`src/rtl/gpb_pkg.sv`:
```
package gpb_pkg;
   // word indices within the bank window (byte offset = 4 * index)
   localparam int unsigned OFS_MASK  = 0;
   localparam int unsigned OFS_DIR   = 1;
   localparam int unsigned OFS_OUT   = 2;
   localparam int unsigned OFS_TRIG  = 3;
   localparam int unsigned OFS_EDGE  = 4;
   localparam int unsigned OFS_LVL   = 5;
   localparam int unsigned OFS_SMASK = 6;
   localparam int unsigned OFS_SOUT  = 7;
   localparam int unsigned OFS_BOUT  = 8;
   localparam int unsigned OFS_STAT  = 9;
   localparam int unsigned OFS_ALT   = 10;
   localparam int unsigned OFS_SCFG  = 11;
   localparam int unsigned OFS_PINS  = 12;
   // sleep control fields
   localparam int unsigned SCFG_FORCE_BIT = 0;
   localparam int unsigned SCFG_AUTO_BIT  = 1;
   localparam int unsigned SCFG_W         = 2;
endpackage

```
`src/rtl/gpb_sync.sv`:
```
module gpb_sync #(
   parameter int N      = 16,
   parameter int STAGES = 2
) (
   input  logic         clk,
   input  logic         rst_n,
   input  logic [N-1:0] din,
   output logic [N-1:0] dout,
   output logic [N-1:0] dprev
);
   // STAGES synchroniser flops plus one history flop for edge detection
   logic [STAGES:0][N-1:0] chain;

   always_ff @(posedge clk or negedge rst_n) begin
      if (!rst_n) chain <= '0;
      else        chain <= {chain[STAGES-1:0], din};
   end

   assign dout  = chain[STAGES-1];
   assign dprev = chain[STAGES];
endmodule

```
`src/rtl/gpb_detect.sv`:
```
module gpb_detect #(
   parameter int N = 16
) (
   input  logic         clk,
   input  logic         rst_n,
   input  logic [N-1:0] lvl,
   input  logic [N-1:0] prv,
   input  logic [N-1:0] trig_edge,
   input  logic [N-1:0] edge_rise,
   input  logic [N-1:0] lvl_high,
   input  logic [N-1:0] clr,
   output logic [N-1:0] status
);
   logic [N-1:0] evt;

   for (genvar i = 0; i < N; i++) begin : g_pin
      logic rise, fall, lvl_hit, edge_hit;
      assign rise     = lvl[i] & ~prv[i];
      assign fall     = ~lvl[i] & prv[i];
      assign lvl_hit  = (lvl[i] == lvl_high[i]);
      assign edge_hit = edge_rise[i] ? rise : fall;
      assign evt[i]   = trig_edge[i] ? edge_hit : lvl_hit;
   end

   // new events win over a clear on the same edge
   always_ff @(posedge clk or negedge rst_n) begin
      if (!rst_n) status <= '0;
      else        status <= (status & ~clr) | evt;
   end
endmodule

```
`src/rtl/gpb_drive.sv`:
```
module gpb_drive #(
   parameter int N = 16
) (
   input  logic [N-1:0] dir,
   input  logic [N-1:0] dout,
   input  logic [N-1:0] alt_sel,
   input  logic [N-1:0] alt_in,
   input  logic [N-1:0] sleep_lvl,
   input  logic [N-1:0] fault_lvl,
   input  logic         sleep_drive,
   input  logic         fault,
   output logic [N-1:0] pin_out,
   output logic [N-1:0] pin_oe
);
   for (genvar i = 0; i < N; i++) begin : g_pin
      logic normal_v;
      assign normal_v   = alt_sel[i] ? alt_in[i] : dout[i];
      assign pin_out[i] = fault       ? fault_lvl[i] :
                          sleep_drive ? sleep_lvl[i] : normal_v;
      assign pin_oe[i]  = dir[i];
   end
endmodule

```
`src/rtl/gpio_bank_ctl.sv`:
```
module gpio_bank_ctl
   import gpb_pkg::*;
#(
   parameter int N_PINS      = 16,
   parameter int DATA_W      = 16,
   parameter int ADDR_W      = 6,
   parameter int SYNC_STAGES = 2,
   parameter bit IRQ_REG     = 1'b0
) (
   input  logic              clk,
   input  logic              rst_n,
   input  logic              bus_en,
   input  logic              bus_we,
   input  logic [ADDR_W-1:0] bus_addr,
   input  logic [DATA_W-1:0] bus_wdata,
   output logic [DATA_W-1:0] bus_rdata,
   input  logic [N_PINS-1:0] pin_in,
   input  logic [N_PINS-1:0] alt_in,
   input  logic              sleep_req,
   input  logic              batt_fault,
   output logic [N_PINS-1:0] pin_out,
   output logic [N_PINS-1:0] pin_oe,
   output logic              irq
);
   localparam int IDX_W = ADDR_W - 2;

   if (N_PINS > DATA_W) begin : g_bad_width
      $error("N_PINS must not exceed DATA_W");
   end
   if (SYNC_STAGES < 2) begin : g_bad_sync
      $error("SYNC_STAGES must be at least 2");
   end
   if (IDX_W < 4) begin : g_bad_addr
      $error("ADDR_W must decode 13 word registers");
   end

   logic [IDX_W-1:0] idx;
   logic             wr;
   logic             unused_ok;
   assign idx       = bus_addr[ADDR_W-1:2];
   assign wr        = bus_en & bus_we;
   assign unused_ok = ^bus_addr[1:0];

   logic [N_PINS-1:0] r_mask, r_dir, r_out, r_trig, r_edge, r_lvl;
   logic [N_PINS-1:0] r_smask, r_sout, r_bout, r_alt;
   logic [SCFG_W-1:0] r_scfg;
   logic              armed;
   logic [N_PINS-1:0] wv;
   assign wv = bus_wdata[N_PINS-1:0];

   function automatic logic hit(input logic [IDX_W-1:0] a, input int unsigned k);
      return a == IDX_W'(k);
   endfunction

   always_ff @(posedge clk or negedge rst_n) begin
      if (!rst_n) begin
         r_mask <= '0; r_dir <= '0; r_out <= '0; r_trig <= '0;
         r_edge <= '0; r_lvl <= '0; r_smask <= '0; r_sout <= '0;
         r_bout <= '0; r_alt <= '0; r_scfg <= '0; armed <= 1'b0;
      end else if (wr) begin
         armed <= 1'b1;
         if (hit(idx, OFS_MASK))  r_mask  <= wv;
         if (hit(idx, OFS_DIR))   r_dir   <= wv;
         if (hit(idx, OFS_OUT))   r_out   <= wv;
         if (hit(idx, OFS_TRIG))  r_trig  <= wv;
         if (hit(idx, OFS_EDGE))  r_edge  <= wv;
         if (hit(idx, OFS_LVL))   r_lvl   <= wv;
         if (hit(idx, OFS_SMASK)) r_smask <= wv;
         if (hit(idx, OFS_SOUT))  r_sout  <= wv;
         if (hit(idx, OFS_BOUT))  r_bout  <= wv;
         if (hit(idx, OFS_ALT))   r_alt   <= wv;
         if (hit(idx, OFS_SCFG))  r_scfg  <= bus_wdata[SCFG_W-1:0];
      end
   end

   // input path
   logic [N_PINS-1:0] s_lvl, s_prv, st_q, st_clr;
   gpb_sync #(.N(N_PINS), .STAGES(SYNC_STAGES)) u_sync (
      .clk(clk), .rst_n(rst_n), .din(pin_in), .dout(s_lvl), .dprev(s_prv)
   );

   assign st_clr = (wr && hit(idx, OFS_STAT)) ? wv : '0;

   gpb_detect #(.N(N_PINS)) u_det (
      .clk(clk), .rst_n(rst_n), .lvl(s_lvl), .prv(s_prv),
      .trig_edge(r_trig), .edge_rise(r_edge), .lvl_high(r_lvl),
      .clr(st_clr), .status(st_q)
   );

   // power state and output path
   logic asleep, sleep_drive;
   assign asleep      = sleep_req & r_scfg[SCFG_AUTO_BIT];
   assign sleep_drive = asleep | r_scfg[SCFG_FORCE_BIT];

   gpb_drive #(.N(N_PINS)) u_drv (
      .dir(r_dir), .dout(r_out), .alt_sel(r_alt), .alt_in(alt_in),
      .sleep_lvl(r_sout), .fault_lvl(r_bout), .sleep_drive(sleep_drive),
      .fault(batt_fault), .pin_out(pin_out), .pin_oe(pin_oe)
   );

   // interrupt
   logic [N_PINS-1:0] eff_mask;
   logic              irq_c;
   assign eff_mask = asleep ? r_smask : r_mask;
   assign irq_c    = armed & (|(st_q & ~eff_mask));

   if (IRQ_REG) begin : g_irq_ff
      logic irq_q;
      always_ff @(posedge clk or negedge rst_n) begin
         if (!rst_n) irq_q <= 1'b0;
         else        irq_q <= irq_c;
      end
      assign irq = irq_q;
   end else begin : g_irq_comb
      assign irq = irq_c;
   end

   // readback
   logic [N_PINS-1:0] rd_v;
   always_comb begin
      rd_v = '0;
      if      (hit(idx, OFS_MASK))  rd_v = r_mask;
      else if (hit(idx, OFS_DIR))   rd_v = r_dir;
      else if (hit(idx, OFS_OUT))   rd_v = r_out;
      else if (hit(idx, OFS_TRIG))  rd_v = r_trig;
      else if (hit(idx, OFS_EDGE))  rd_v = r_edge;
      else if (hit(idx, OFS_LVL))   rd_v = r_lvl;
      else if (hit(idx, OFS_SMASK)) rd_v = r_smask;
      else if (hit(idx, OFS_SOUT))  rd_v = r_sout;
      else if (hit(idx, OFS_BOUT))  rd_v = r_bout;
      else if (hit(idx, OFS_STAT))  rd_v = st_q;
      else if (hit(idx, OFS_ALT))   rd_v = r_alt;
      else if (hit(idx, OFS_SCFG))  rd_v = N_PINS'(r_scfg);
      else if (hit(idx, OFS_PINS))  rd_v = s_lvl;
   end
   assign bus_rdata = bus_en ? DATA_W'(rd_v) : '0;
endmodule

```
`config.mk`:
```
export PLATFORM = sky130hd
export DESIGN_NAME = gpio_bank_ctl
export DESIGN_NICKNAME = d
export VERILOG_FILES = /design/src/rtl/gpb_pkg.sv /design/src/rtl/gpb_sync.sv /design/src/rtl/gpb_detect.sv /design/src/rtl/gpb_drive.sv /design/src/rtl/gpio_bank_ctl.sv
export SDC_FILE = /design/constraint.sdc
export NUM_CORES = 1
export LEC_CHECK = 0
export ABC_CLOCK_PERIOD_IN_PS = 3500
export BUFFER_PORTS_ARGS = -buffer_cell sky130_fd_sc_hd__clkbuf_2
export CAP_MARGIN = 20
export CORE_ASPECT_RATIO = 1.5
export CORE_MARGIN = 5
export CORE_UTILIZATION = 65
export DETAILED_ROUTE_END_ITERATION = 10
export PLACE_DENSITY_LB_ADDON = 0.05
export SKIP_LAST_GASP = 1
export SLEW_MARGIN = 20
export SYNTH_ARGS = -nofsm -noshare
export SYNTH_HDL_FRONTEND = slang
export SYNTH_SLANG_ARGS = --single-unit
```
`constraint.sdc`:
```
create_clock -name clk -period 3.5 [get_ports clk]
set_clock_uncertainty 0.05 [all_clocks]
set_input_delay 0 -clock clk [delete_from_list [all_inputs] [get_ports clk]]
set_output_delay 0 -clock clk [all_outputs]
set_load 0.005 [all_outputs]
```
==> flow_summary.yaml <==
floorplanning:
  ios: 109
  rows: 60
  die_area_um2: 20800
  core_um2: 17800
  dieWidth_um: 119
  start_util_pct: 65.7
  die_height_um: 174
clocking:
  clkLatencyLatePin_ps: 510
  cts_setup_buffers: 0
  cts_buffers: 22
  htreeDepth: 1
  clock_path_buffers: 3
  clock_sinks: 227
  cts_resized: 0
  hold_buffers: 34
  clock-root-buffer: "clkbuf_16"
  clk_pin_slew_worst_paths_ps: 70
  cts_tree: "yes"
grt:
  grt_pass1_wl_um: 54400
  grt_max_degree: 137
  track_usage_pct: 33.5
  antenna_found_initial: 0
  grt_pass1_vias: 9609
  grt-ovfl-total: 0
pwr:
  seq_power_share_pct: 46.8
  sw_frac_of_total_pct: 28.9
  pwr-share-comb_pct: 18.5
  power.internal_mw: 5.21
  vdd_ir_drop_max_mv: 0.490
  power_leakage_nw: 6.05
  p_per_area_nw_per_um2: 545
  p_sw_mw: 2.12
  clkPwrFrac_pct: 34.7
sta:
  maxSlewViolCount: 0
  tns_ps: 0
  hold_viol: 0
  tightest_slew_ps: 1060
  max_freq_ghz: 0.348
  fin_crit_ps: 2870
  slew_headroom_pct: 29.0
  setup_violations: 0
  finalCritPeriodShare_pct: 82.0
  rsz0062_at_grt: "false"
  finalHoldWorstSlack_ps: 33.7
layout:
  n_antenna_cell: 0
  areaGrowthSynthToFinish_pct: 15.0
  drive_gt1_share_pct: 25.3
  fin_util_pct: 75.5
  final_cell_mix: "227 x dfrtp_1, 128 x nand2_1, 105 x clkbuf_2, 101 x mux2_2, 85 x o21ai_0"
  final_common_cell: "dfrtp_1"
  nets: 1242
min_path:
  hold_depth: 3
  hold_end: "armed"
  worstHoldPathType: "input port to register"
  hp-start: "bus_we"
detailed_routing:
  drtIter0Drc: 820
  vias_per_cell: 6.72
  dr_wl_met3_um: 2850
  totalWireLength_um: 35100
  num_vias: 9507
  route.met2.wl_um: 17300
  drc: 0
  met1_length_um: 13400
  drt_pass1_iterations: 5
  postRouteAntennaNets: 0
  top_layer: "met4"
  drt-wirelength-per-cell_um: 24.8
critical_path:
  cp_max_fo: 17
  cp-end-kind: "output pin"
  reg2regPathDepth: 4
  cp.required_ps: 3450
  timing.rr.end: "u_det.status[13]"
  rr_startpoint: "u_sync.dout[13]"
  rrSetupSlack_ps: 2260
  startpoint_type: "register"
  cp.arrival_ps: 2820
  critPathKind: "register to output pin"
logic_synthesis:
  ys_seq_elements: 227
  synthArstFlopShare_pct: 100
  synth_cells: 1066
  syn_nets: 1126
  yosysSeqAreaShare_pct: 48.6
  yosys.cell_types.count: 62
  synth_edf_count: 0
  yosys_warnings: 0
  synth_area_per_cell_um2: 11.0
  ys.flop_type: "dfrtp_1"
  synthesis.area_um2: 11700
status:
  status: "complete, no violations"
placement:
  port_buffers: 106
  dp.final_hpwl_um: 22500
  gp_congestion: 0.906
flow_run:
  drv_cap: 0
==> cell type report <==
type | instances | area [um2]
clock buffer | 30 | 642
clock inverter | 10 | 130
fill | 1231 | 4350
inverter | 3 | 13.8
multi-input combinational | 757 | 5550
sequential | 227 | 5680
tap | 217 | 272
timing repair buffer | 171 | 1150
==> Yosys cell counts, drive strengths merged (15+ instances only) <==
cell type | number | area (um2)
a21oi | 26 | 130
a221o | 18 | 180
a22o | 17 | 149
buf | 48 | 327
clkbuf | 31 | 118
dfrtp | 227 | 5680
mux2 | 171 | 1930
mux2i | 33 | 330
nand2 | 134 | 533
nand2b | 17 | 109
nor2 | 65 | 275
nor2b | 16 | 108
nor3 | 15 | 131
o21ai | 99 | 495
o22ai | 16 | 100
xor2 | 16 | 140
==> kinds of logic after synthesis <==
family,Yosys count,synth area share (%)
AO/OA/AOI/OAI,260,14.9
buffers and inverters,82,3.92
XOR/XNOR,16,1.20
flip-flops,227,48.6
multiplexers,207,19.9
AND/OR/NAND/NOR,274,11.5
==> sequential cells by signal (all words and copies together), names as in the netlist <==
name,cells
r_bout,16
r_edge,16
r_lvl,16
u_sync.dprev,16
r_smask,16
r_alt,16
r_out,16
armed,1
u_sync.chain,16
r_dir,16
u_det.status,16
r_sout,16
r_scfg,2
u_sync.dout,16
r_mask,16
r_trig,16
==> metrics by stage <==
step                      power (mW)  setup slack (ps)  instance area [um2]  cells
after detailed placement        4.76               989                12300   1339
after global routing            7.64               552                13400   1415
after CTS                       7.31               709                13400   1413
after floorplan                 4.23              2040                11700   1066
final                           7.33               628                13400   1415
after global placement          4.70              1060                12300   1339
==> power by group through the flow <==
stage / clock [mW] / combinational [mW] / sequential [mW]
6_report: 2.54 / 1.36 / 3.43
5_1_grt: 2.67 / 1.50 / 3.47
4_1_cts: 2.55 / 1.35 / 3.41
3_5_place_dp: 0 / 1.31 / 3.46
3_3_place_gp: 0 / 1.26 / 3.44
2_1_floorplan: 0 / 0.911 / 3.32
==> metal layers <==
metal  up-vias  GRT usage [%]
met5         -              0
met4         0           13.8
met3       127           5.83
met2       532           56.6
met1      4732           42.7
li1       4116              -
==> worst max-delay path by stage <==
stage | start | to | slack (ps) | cells after the start
finish | r_scfg[1] | irq | 630 | 6
global route | r_scfg[1] | irq | 550 | 6
CTS | r_scfg[1] | irq | 710 | 6
detailed placement | bus_addr[2] | r_edge[0] | 990 | 7
global placement | bus_addr[2] | r_edge[5] | 1060 | 7
floorplan | r_scfg[1] | pin_out[12] | 2040 | 6
==> worst max-delay path, cell delays in order (launching register included) <==
cell      delay [ps]
dfrtp_1          390
and2_1           830
mux2i_1          250
a32oi_1          360
nand4_1          130
o21a_1           220
clkbuf_2         120
(Power assumes the default switching activity.)
